`src/rtl/uirq_pkg.sv`:
```
package uirq_pkg;
  localparam int NSRC = 4;

  // pending-vector index: lower index is more urgent
  localparam int IDX_LINE  = 0;
  localparam int IDX_RX    = 1;
  localparam int IDX_TX    = 2;
  localparam int IDX_MODEM = 3;

  // enable register bit positions
  localparam int EN_RX    = 0;
  localparam int EN_TX    = 1;
  localparam int EN_LINE  = 2;
  localparam int EN_MODEM = 3;

  typedef enum logic [2:0] {
    CAUSE_MODEM = 3'b000,
    CAUSE_TXE   = 3'b001,
    CAUSE_RXD   = 3'b010,
    CAUSE_LINE  = 3'b011,
    CAUSE_RXTO  = 3'b110
  } cause_e;
endpackage

```
`src/rtl/uirq_txe_latch.sv`:
```
module uirq_txe_latch (
  input  logic clk,
  input  logic rst,
  input  logic tx_empty,
  input  logic rearm,
  input  logic thr_load,
  input  logic rd_ack,
  output logic pend
);
  logic empty_q;
  logic rise;

  assign rise = tx_empty & ~empty_q;

  always_ff @(posedge clk) begin
    if (rst) begin
      empty_q <= 1'b1;
      pend    <= 1'b0;
    end else begin
      empty_q <= tx_empty;
      if (thr_load)
        pend <= 1'b0;
      else if (rise || (rearm && tx_empty))
        pend <= 1'b1;
      else if (rd_ack)
        pend <= 1'b0;
    end
  end
endmodule

```
`src/rtl/uirq_prio_enc.sv`:
```
module uirq_prio_enc
  import uirq_pkg::*;
(
  input  logic [NSRC-1:0] pend,
  input  logic            rx_data,
  output logic            none,
  output cause_e          cause
);
  function automatic cause_e code_of(input int idx, input logic rxd);
    case (idx)
      IDX_LINE: code_of = CAUSE_LINE;
      IDX_RX:   code_of = rxd ? CAUSE_RXD : CAUSE_RXTO;
      IDX_TX:   code_of = CAUSE_TXE;
      default:  code_of = CAUSE_MODEM;
    endcase
  endfunction

  always_comb begin
    none  = 1'b1;
    cause = CAUSE_MODEM;
    for (int i = NSRC - 1; i >= 0; i--) begin
      if (pend[i]) begin
        none  = 1'b0;
        cause = code_of(i, rx_data);
      end
    end
  end
endmodule

```
`src/rtl/uart_irq_ctrl.sv`:
```
module uart_irq_ctrl
  import uirq_pkg::*;
#(
  parameter int DATA_W = 8,
  parameter int CNT_W  = 5
) (
  input  logic              clk,
  input  logic              rst,
  input  logic              reg_wr,
  input  logic              reg_rd,
  input  logic              reg_sel,
  input  logic [DATA_W-1:0] reg_wdata,
  output logic [DATA_W-1:0] reg_rdata,
  input  logic              line_err,
  input  logic [CNT_W-1:0]  rx_level,
  input  logic [CNT_W-1:0]  rx_thresh,
  input  logic              rx_timeout,
  input  logic              tx_empty,
  input  logic              thr_load,
  input  logic              modem_chg,
  output logic              irq
);
  localparam int PADW = DATA_W - NSRC;

  logic [NSRC-1:0] en_q;
  logic [NSRC-1:0] pend;
  logic            tx_pend;
  logic            rx_data;
  logic            none;
  cause_e          cause;
  logic            rearm;
  logic            rd_ack;
  logic [NSRC-1:0] stat_nib;

  assign rx_data = (rx_level >= rx_thresh);
  assign rearm   = reg_wr & ~reg_sel & reg_wdata[EN_TX] & ~en_q[EN_TX];
  assign rd_ack  = reg_rd & reg_sel & ~none & (cause == CAUSE_TXE);

  assign pend[IDX_LINE]  = en_q[EN_LINE]  & line_err;
  assign pend[IDX_RX]    = en_q[EN_RX]    & (rx_data | rx_timeout);
  assign pend[IDX_TX]    = en_q[EN_TX]    & tx_pend;
  assign pend[IDX_MODEM] = en_q[EN_MODEM] & modem_chg;

  uirq_txe_latch u_txe (
    .clk      (clk),
    .rst      (rst),
    .tx_empty (tx_empty),
    .rearm    (rearm),
    .thr_load (thr_load),
    .rd_ack   (rd_ack),
    .pend     (tx_pend)
  );

  uirq_prio_enc u_enc (
    .pend    (pend),
    .rx_data (rx_data),
    .none    (none),
    .cause   (cause)
  );

  assign stat_nib = {cause, none};

  always_ff @(posedge clk) begin
    if (rst) begin
      en_q      <= '0;
      irq       <= 1'b0;
      reg_rdata <= '0;
    end else begin
      irq <= |pend;
      if (reg_wr && !reg_sel)
        en_q <= reg_wdata[NSRC-1:0];
      if (reg_rd)
        reg_rdata <= reg_sel ? {{PADW{1'b0}}, stat_nib}
                             : {{PADW{1'b0}}, en_q};
    end
  end
endmodule

```
`config.mk`:
```
export PLATFORM = sky130hd
export DESIGN_NAME = uart_irq_ctrl
export DESIGN_NICKNAME = d
export VERILOG_FILES = /design/src/rtl/uirq_pkg.sv /design/src/rtl/uirq_txe_latch.sv /design/src/rtl/uirq_prio_enc.sv /design/src/rtl/uart_irq_ctrl.sv
export SDC_FILE = /design/constraint.sdc
export NUM_CORES = 1
export LEC_CHECK = 0
export BUFFER_PORTS_ARGS = -buffer_cell sky130_fd_sc_hd__buf_2
export CORE_ASPECT_RATIO = 0.9
export CORE_UTILIZATION = 41
export CTS_BUF_LIST = sky130_fd_sc_hd__clkbuf_4 sky130_fd_sc_hd__clkbuf_8
export DETAILED_ROUTE_END_ITERATION = 10
export MAX_ROUTING_LAYER = met4
export PLACE_DENSITY_LB_ADDON = 0.25
export SLEW_MARGIN = 0
export SYNTH_ARGS = -nofsm -noshare
export SYNTH_HDL_FRONTEND = slang
export SYNTH_SLANG_ARGS = --single-unit
```
`constraint.sdc`:
```
create_clock -name clk -period 1.47 [get_ports clk]
set_input_delay 0.294 -clock clk [delete_from_list [all_inputs] [get_ports clk]]
set_output_delay 0.294 -clock clk [all_outputs]
set_load 0.01 [all_outputs]
```
==> results of run 1 <==
[worst max-delay path, delay by kind of cell]
family                   cells  cell delay (ps)
AO/OA/AOI/OAI                5              810
adder cells (fa/ha/maj)      1              340
buffers and inverters        1              100
[per-stage QoR]
stage / instance area [sq um] / utilization / std cells / total power, mW
2_1_floorplan: 691.9 / - / 84 / 0.4338
3_3_place_gp: 824.5 / 0.5510 / 128 / 0.4786
3_5_place_dp: 824.5 / 0.5510 / 128 / 0.4843
4_1_cts: 854.6 / 0.5711 / 132 / 0.7107
5_1_grt: 854.6 / 0.5711 / 132 / 0.7507
6_report: 854.6 / 0.5711 / 132 / 0.7031
[cells in the final DEF, fill, tap and decap left out, types with 2 or more instances in the layout]
master    Yosys  final
dfxtp_1      11     11
nor2_1       11     11
nand2_1       2      2
a31oi_1       4      4
conb_1        1      4
mux2i_1       3      3
inv_1         9      9
ha_1          5      5
nor2b_1       3      3
a21oi_2       3      3
a21oi_1       2      2
o21ai_0       3      3
clkbuf_4      0      4
buf_2         1     28
[cell type report]
type                    count  share of cell area
well taps                  22             0.03221
flip-flops and latches     11              0.2577
inverters                   9             0.03953
multi-input cells          57              0.4627
repair buffers             29              0.1728
clock buffers               4             0.03514
[power by group through the flow]
stage                     registers (mW)  logic [mW]  clock network, mW
after global placement             0.330       0.148                  0
after CTS                          0.324       0.154              0.233
after global routing               0.326       0.173              0.252
final                              0.324       0.154              0.225
after floorplan                    0.333       0.101                  0
after detailed placement           0.331       0.153                  0
[cells in the mapped netlist, drive strengths merged]
master    n  area, sq um
nor3      1        5.000
dfxtp    11        220.2
o22ai     1        6.260
conb      1        3.750
a21oi     5        36.29
ha        5        62.56
a211oi    1        12.51
o21ai     5        28.77
o21a      1        7.510
inv       9        33.78
or2       1        6.260
clkbuf    2        7.510
and3      1        7.510
buf       5        35.03
nand2     2        7.510
a2111oi   1        15.01
nand3b    1        7.510
a22oi     1        7.510
nand4     1        6.260
nand2b    1        6.260
mux2i     3        30.03
a21boi    2        18.77
nor2b     3        18.77
a311oi    1        15.01
a31oi     4        25.02
nor2     11        41.29
a21o      1        8.760
[state kept, by name, summed over array words and instances (netlist names)]
signal and cells:
u_txe.empty_q 1, irq 1, reg_rdata 4, en_q 4, u_txe.pend 1
[how the worst min path moves through the flow]
| stage | cells after the start | to | slack [ps] | from |
|---|---|---|---|---|
| 3_5_place_dp | 2 | reg_rdata[0]$_SDFFE_PP0P_ | 480 | reg_rdata[0]$_SDFFE_PP0P_ |
| 2_1_floorplan | 1 | reg_rdata[1]$_SDFFE_PP0P_ | 370 | rst |
| 5_1_grt | 2 | u_txe.empty_q$_SDFF_PP1_ | 210 | tx_empty |
| 3_3_place_gp | 2 | reg_rdata[0]$_SDFFE_PP0P_ | 480 | reg_rdata[0]$_SDFFE_PP0P_ |
| 4_1_cts | 2 | u_txe.empty_q$_SDFF_PP1_ | 210 | tx_empty |
| 6_report | 2 | u_txe.empty_q$_SDFF_PP1_ | 220 | tx_empty |
[routing by layer]
metal | share of wire | vias up
li1 | - | 330
met1 | 0.43 | 277
met2 | 0.50 | 27
met3 | 0.063 | 2
met4 | 0.0036 | 0
met5 | 0 | -
[logic make-up after synthesis]
group	count (synthesis)	synth area share
adders and majority gates	5	0.09191
and+or+nand+nor	22	0.1563
other	1	0.005509
DFF	11	0.3235
AOI/OAI and AO/OA	23	0.2665
buffers and inverters	16	0.1121
muxes	3	0.04412
==> impl_metrics.tcl, run 1 <==
set metrics [dict create \
    via_per_inst 4.818 \
    cts_resized 0 \
    clock_latency_ps 270 \
    ys_warn_count 0 \
    clkSinkCount 11 \
    hold_viol 0 \
    status "complete, no violations" \
    die-area_sq_um 1827 \
    powerDensity_nw_per_um2 822.8 \
    period_needed_ps 1388 \
    pwr-share-seq 0.461 \
    pre_cts_slack_ps -180.3 \
    ys_types 32 \
    nets 144 \
    register_area_sq_um 220.2 \
    pwr-share-clk 0.321 \
    cts_buffers 3 \
    antenna_cells 0 \
    fmax_mhz 720.3 \
    synth_cells 81 \
    first_pass_iters 4 \
    die_w_microns 44.95 \
    antenna_found_initial 0 \
    grt_use_met1 0.2005 \
    multi_input_area_sq_um 395.4 \
    maxCapViolations 0 \
    grt_max_degree 12 \
    whs_ps 217.0 \
    cts-root-buf "clkbuf_4" \
    switching_share 0.2744 \
    r2r_slack_ps 280 \
    slew_violations 0 \
    r2r-start "en_q[2]$_SDFFE_PP0P_" \
    fillers 167 \
    cp_cell_sequence "buf_2 > ha_1 > a211oi_2 > o21ai_1 > a21oi_2 > a31oi_1 > o21a_1" \
    crit_path_end_kind "flop" \
    num_rows 13 \
    cp-startpoint "rx_level[4]" \
    start_util 0.4548 \
    critPathMaxFanout 4 \
    ir_drop_mv 0.4551 \
    critPathKind "in -> reg" \
    io_pins 37 \
    cts_setup_buffers 0 \
    required_ps 1640 \
    cts_tree "yes" \
    ys_ff_latch 11 \
    min_period_over_period 0.9444 \
    critical_path.slowest_cell "ha_1" \
    grtUsageMet3 0.07930 \
    syn_area_sq_um 680.7 \
    dieHeight_microns 40.66 \
    clk_path_buf_depth 2 \
    drive_gt1_frac 0.4000 \
    pwr-share-comb 0.218 \
    cpPeakStageDelay_ps 340 \
    grt_pass1_vias 521 \
    fin_tns_setup_ps 0 \
    fin_skew_ps 4.251 \
    p_leak_nw 0.4101 \
    cts.clk_slew.worst_paths_ps 70 \
    setup_violations 0 \
    intPower_mw 0.5102 \
    grt_overflow_total 0 \
    dr.first_iter.drc_count 2 \
    drtAntennaViolNets 0 \
    setup.worst_path.start_class "input port" \
    area_delta_synth_final_pct 25.55 \
    drc_errors 0 \
    vias 636 \
    busiest_layer "met2" \
    routabilityCongestion 0.7617 \
    met2_usage 0.2971 \
    arrival_ps 1560 \
    routed_wl_mm 1.391 \
    hold_path_class "in -> reg" \
    numPortBuffers 28 \
    crit_path_end "u_txe.pend$_SDFFE_PP0P_" \
    wl_per_cell_microns 10.54 \
    avgSynthCellArea_sq_um 8.403 \
    synth_seq_area_share 0.3235 \
    h-tree-depth 1 \
    fp.coreArea_sq_um 1496 \
    rsz0062_at_grt "false" \
    setup_slack_ps 81.78 \
    switching_power_mw 0.1930 \
    grt_pass1_wl_mm 2.173 \
    grtUsageTotal 0.1795 \
    reg2reg_to "u_txe.pend$_SDFFE_PP0P_" \
    hold_buffers 0 \
    place_hpwl_mm 1.125 \
    worst-r2r-cell-count 5 \
]
No activity file was read; power rests on OpenSTA's default activity.
==> inputs of run 2 (changes only) <==
--- a/config.mk
+++ b/config.mk
@@ -7,7 +7,7 @@
 export LEC_CHECK = 0
 export BUFFER_PORTS_ARGS = -buffer_cell sky130_fd_sc_hd__buf_2
 export CORE_ASPECT_RATIO = 0.9
-export CORE_UTILIZATION = 41
+export CORE_UTILIZATION = 45
 export CTS_BUF_LIST = sky130_fd_sc_hd__clkbuf_4 sky130_fd_sc_hd__clkbuf_8
 export DETAILED_ROUTE_END_ITERATION = 10
 export MAX_ROUTING_LAYER = met4
==> constraint.sdc (replaced) <==
create_clock -name clk -period 1.4 [get_ports clk]
set_input_delay 0.28 -clock clk [delete_from_list [all_inputs] [get_ports clk]]
set_output_delay 0.28 -clock clk [all_outputs]
set_load 0.01 [all_outputs]
==> run 2 against run 1 <==
  * Die area fell by 8.5%
  * Critical path depth increased by 1
  * Global-route usage increased by 1.5 points
  * Critical endpoint is now reg_rdata[1]$_SDFFE_PP0P_
  * Largest cell class unchanged
==> impl_metrics.tcl, run 2 (same netlist as run 1, synthesis figures left out) <==
set metrics [dict create \
    die-area_sq_um 1672 \
    final_common_cell "buf_2" \
    hold_viol 0 \
    setup.worst_path.start_class "input port" \
    dr.first_iter.drc_count 17 \
    place_inst 120 \
    grt_pass1_wl_mm 2.187 \
    place_hpwl_mm 1.092 \
    finalPower_mw 0.7450 \
    powerDensity_nw_per_um2 850.6 \
    grt_max_degree 12 \
    setup_violations 0 \
    required_ps 1560 \
    clkSinkCount 11 \
    fillers 132 \
    mostFrequentLayoutCells "buf_2 (28), dfxtp_1 (11), nor2_1 (10), inv_1 (9)" \
    num_rows 12 \
    maxCapViolations 0 \
    grt_pass1_vias 545 \
    grt_overflow_total 0 \
    die_w_microns 43.00 \
    min_period_over_period 0.9337 \
    final_core_util 0.6629 \
    routabilityCongestion 0.8004 \
    critPathKind "in -> reg" \
    period_needed_ps 1307 \
    fp.coreArea_sq_um 1321 \
    routed_wl_mm 1.372 \
    fin_skew_ps 1.424 \
    numPortBuffers 28 \
    slew_violations 0 \
    cts.clk_slew.worst_paths_ps 60 \
    setup_slack_ps 92.84 \
    dieHeight_microns 38.90 \
    reg_top3 "en_q: 4 flops, reg_rdata: 4 flops" \
    antenna_cells 0 \
    rsz0062_at_grt "false" \
    cts_buffers 3 \
    clock_latency_ps 270 \
    cts_tree "yes" \
    hold_path_class "in -> reg" \
    ir_drop_mv 0.6171 \
    crit_path_end_kind "flop" \
    pre_cts_slack_ps -187.7 \
    drtAntennaViolNets 0 \
    final_cell_count_no_fill 124 \
    critPathMaxFanout 4 \
    io_pins 37 \
    first_pass_iters 5 \
    nets 144 \
    clk_path_buf_depth 2 \
    p_leak_nw 0.4095 \
    postLayoutCellArea_sq_um 875.8 \
    grtUsageTotal 0.1944 \
    status "complete, no violations" \
    placed_area_sq_um 827.0 \
    start_util 0.5152 \
    antenna_found_initial 0 \
    drive_gt1_frac 0.4364 \
    drc_errors 0 \
    fmax_mhz 765.0 \
    wl_per_cell_microns 11.06 \
    via_per_inst 5.040 \
    h-tree-depth 1 \
    cts-root-buf "clkbuf_4" \
    vias 625 \
    area_delta_synth_final_pct 28.68 \
    arrival_ps 1470 \
]
[run 2: cell counts in the layout (fill, tap and decap cells not counted)]
No cell type changed its count.
[run 2: final timing paths]
path                                                   to  slack (ps)  cells after the start                       from
worst max register to register  reg_rdata[1]$_SDFFE_PP0P_         230                      4       en_q[0]$_SDFFE_PP0P_
worst min-delay path             u_txe.empty_q$_SDFF_PP1_         220                      2                   tx_empty
worst max-delay path            reg_rdata[1]$_SDFFE_PP0P_          90                      8               rx_thresh[4]
worst min register to register  reg_rdata[0]$_SDFFE_PP0P_         490                      2  reg_rdata[0]$_SDFFE_PP0P_
[run 2: final cells by class]
cell class                 instances  area [sq um]  share of cell area
multi-input combinational         57         426.7              0.4871
sequential                        11         220.2              0.2514
timing repair buffer              29         147.6              0.1686
inverter                           9         33.78             0.03857
clock buffer                       4         30.03             0.03429
tap                               14         17.52             0.02000
[run 2: power by group]
part	switching [mW]	internal (mW)
registers	0.0111	0.330
clock network	0.100	0.130
logic	0.0895	0.0847
total	0.201	0.544
[run 2: worst max-delay path, stage by stage]
cell       delay, ps
buf_2             90
inv_1             70
ha_4             220
a211oi_4         240
nor2_2            60
a21oi_2          150
a31oi_2          120
a2111oi_2        240
[run 2: what timing repair did]
item	4_1_cts	5_1_grt
resized for setup	0	4
hold buffers	0	0
buffers inserted	0	0
setup endpoints to repair	0	1
[run 2: per-layer routing]
metal,vias to the layer above,global-route usage,share of wire
met4,0,0.09091,0.016
li1,329,-,-
met3,4,0.08411,0.054
met5,-,-,0
met1,272,0.2101,0.46
met2,20,0.3144,0.47
[run 2: stage by stage]
stage	hold slack (ps)	setup TNS, ps
global route	208.8	0
detailed placement	482.8	-622.7
finish	221.8	0
CTS	210.1	0
global placement	478.3	-443.5
floorplan	356.0	0
==> inputs of run 3 (changes only) <==
--- a/config.mk
+++ b/config.mk
@@ -7,8 +7,7 @@
 export LEC_CHECK = 0
 export BUFFER_PORTS_ARGS = -buffer_cell sky130_fd_sc_hd__buf_2
 export CORE_ASPECT_RATIO = 0.9
-export CORE_UTILIZATION = 45
-export CTS_BUF_LIST = sky130_fd_sc_hd__clkbuf_4 sky130_fd_sc_hd__clkbuf_8
+export CORE_UTILIZATION = 43
 export DETAILED_ROUTE_END_ITERATION = 10
 export MAX_ROUTING_LAYER = met4
 export PLACE_DENSITY_LB_ADDON = 0.25
==> run 3 against run 2 <==
  * Global-route usage shrank 2.2 points
  * Combinational power shrank 5%
  * Clock power shrank 5%
  * Non-clock buffer count is the same
  * Critical path type unchanged
==> impl_metrics.tcl, run 3 (same netlist as run 1, synthesis figures left out) <==
set metrics [dict create \
    register_area_sq_um 220.2 \
    clk_path_buf_depth 2 \
    switching_power_mw 0.2045 \
    fmax_mhz 766.4 \
    dieHeight_microns 39.75 \
    fillers 152 \
    crit_path_end_kind "flop" \
    fp.coreArea_sq_um 1464 \
    fin_tns_setup_ps 0 \
    mostFrequentLayoutCells "buf_2 (28), nor2_1 (11), dfxtp_1 (11), inv_1 (9)" \
    period_needed_ps 1305 \
    arrival_ps 1460 \
    slew_violations 0 \
    maxCapViolations 0 \
    via_per_inst 5.096 \
    cp_cell_sequence "buf_2 > ha_1 > a21oi_2 > o21ai_2 > a21oi_2 > a31oi_1 > a2111oi_2" \
    switching_share 0.2823 \
    routabilityCongestion 0.7608 \
    fin_skew_ps 14.53 \
    numPortBuffers 28 \
    critPathMaxFanout 3 \
    rsz0062_at_grt "false" \
    drive_gt1_frac 0.4000 \
    cts_setup_buffers 0 \
    status "complete, no violations" \
    dr.first_iter.drc_count 10 \
    pwr-share-comb 0.230 \
    nets 144 \
    intPower_mw 0.5200 \
    cts_resized 0 \
    place_hpwl_mm 1.071 \
    multi_input_area_sq_um 407.9 \
    hold_viol 0 \
    final_cell_count_no_fill 125 \
    area_delta_synth_final_pct 25.55 \
    setup.worst_path.start_class "input port" \
    cts.clk_slew.worst_paths_ps 80 \
    min_period_over_period 0.9320 \
    grt_overflow_total 0 \
    clkSinkCount 11 \
    pwr-share-seq 0.470 \
    drtAntennaViolNets 0 \
    hold_path_class "in -> reg" \
    cts-root-buf "clkbuf_4" \
    clock_latency_ps 270 \
    first_pass_iters 6 \
    p_leak_nw 0.4067 \
    io_pins 37 \
    die_w_microns 43.94 \
    setup_violations 0 \
    start_util 0.4650 \
    required_ps 1550 \
    grt_pass1_wl_mm 2.035 \
    reg_top3 "en_q: 4 flops, reg_rdata: 4 flops" \
    place_inst 121 \
    wl_per_cell_microns 10.78 \
    cp_common_cell "a21oi_2" \
    grtUsageTotal 0.1724 \
    vias 637 \
    final_common_cell "buf_2" \
    critPathKind "in -> reg" \
    h-tree-depth 1 \
    whs_ps 200.9 \
    cts_tree "yes" \
    cts_buffers 3 \
    ir_drop_mv 0.5434 \
    routed_wl_mm 1.348 \
    num_rows 13 \
    grt_pass1_vias 520 \
    antenna_found_initial 0 \
    cpPeakStageDelay_ps 320 \
    die-area_sq_um 1746 \
    drc_errors 0 \
    pwr-share-clk 0.301 \
    powerDensity_nw_per_um2 847.8 \
    antenna_cells 0 \
    hold_buffers 0 \
    finalPower_mw 0.7245 \
    critical_path.slowest_cell "ha_1" \
    grt_max_degree 12 \
]
==> run 3: cell count changes in the layout (fill, tap and decap cells not counted) <==
cell | previous run | this run
a211oi_2 | 0 | 1
a31oi_1 | 3 | 4
nor2_2 | 1 | 0
clkbuf_4 | 4 | 3
ha_1 | 3 | 4
nor2_1 | 10 | 11
clkbuf_1 | 0 | 1
a31oi_2 | 1 | 0
a211oi_4 | 1 | 0
ha_2 | 1 | 0
==> run 3: power by group through the flow <==
stage                     clock, mW  sequential [mW]  combinational, mW
final                         0.218            0.340              0.166
after detailed placement          0            0.347              0.165
after CTS                     0.219            0.340              0.167
after global routing          0.232            0.343              0.186
after floorplan                   0            0.350              0.109
after global placement            0            0.347              0.161
==> run 3: through the flow <==
step | setup WS [ps] | util | instance area, sq um
2_1_floorplan | 2.872 | - | 704.4
3_3_place_gp | -132.0 | 0.5658 | 828.3
3_5_place_dp | -174.6 | 0.5658 | 828.3
4_1_cts | 85.84 | 0.5838 | 854.6
5_1_grt | 9.397 | 0.5838 | 854.6
6_report | 95.23 | 0.5838 | 854.6
==> run 3: final cells by class <==
class / instances / area share
Sequential cell: 11 / 0.2577
Inverter: 9 / 0.03953
Tap cell: 15 / 0.02196
Timing Repair Buffer: 29 / 0.1728
Multi-Input combinational cell: 57 / 0.4773
Clock buffer: 4 / 0.03075
==> run 3: final timing paths <==
| kind | from | endpoint | slack, ps | cells after the start |
|---|---|---|---|---|
| max | rx_level[2] | reg_rdata[1]$_SDFFE_PP0P_ | 100 | 7 |
| min | tx_empty | u_txe.empty_q$_SDFF_PP1_ | 200 | 2 |
| max reg2reg | en_q[2]$_SDFFE_PP0P_ | u_txe.pend$_SDFFE_PP0P_ | 230 | 5 |
| min reg2reg | reg_rdata[0]$_SDFFE_PP0P_ | reg_rdata[0]$_SDFFE_PP0P_ | 490 | 2 |
==> run 3: layer usage <==
| metal | vias to the layer above | part of all wire | global-route usage |
|---|---|---|---|
| met2 | 25 | 0.48 | 0.3172 |
| li1 | 331 | - | - |
| met4 | 0 | 0.0030 | 0.04545 |
| met3 | 2 | 0.056 | 0.06912 |
| met5 | - | 0 | - |
| met1 | 279 | 0.45 | 0.1734 |
==> run 3: critical path, delay by kind of cell <==
kind | cells | cell delay (ps)
compound gates | 5 | 750
fa+ha+maj | 1 | 320
buf+inv | 1 | 100
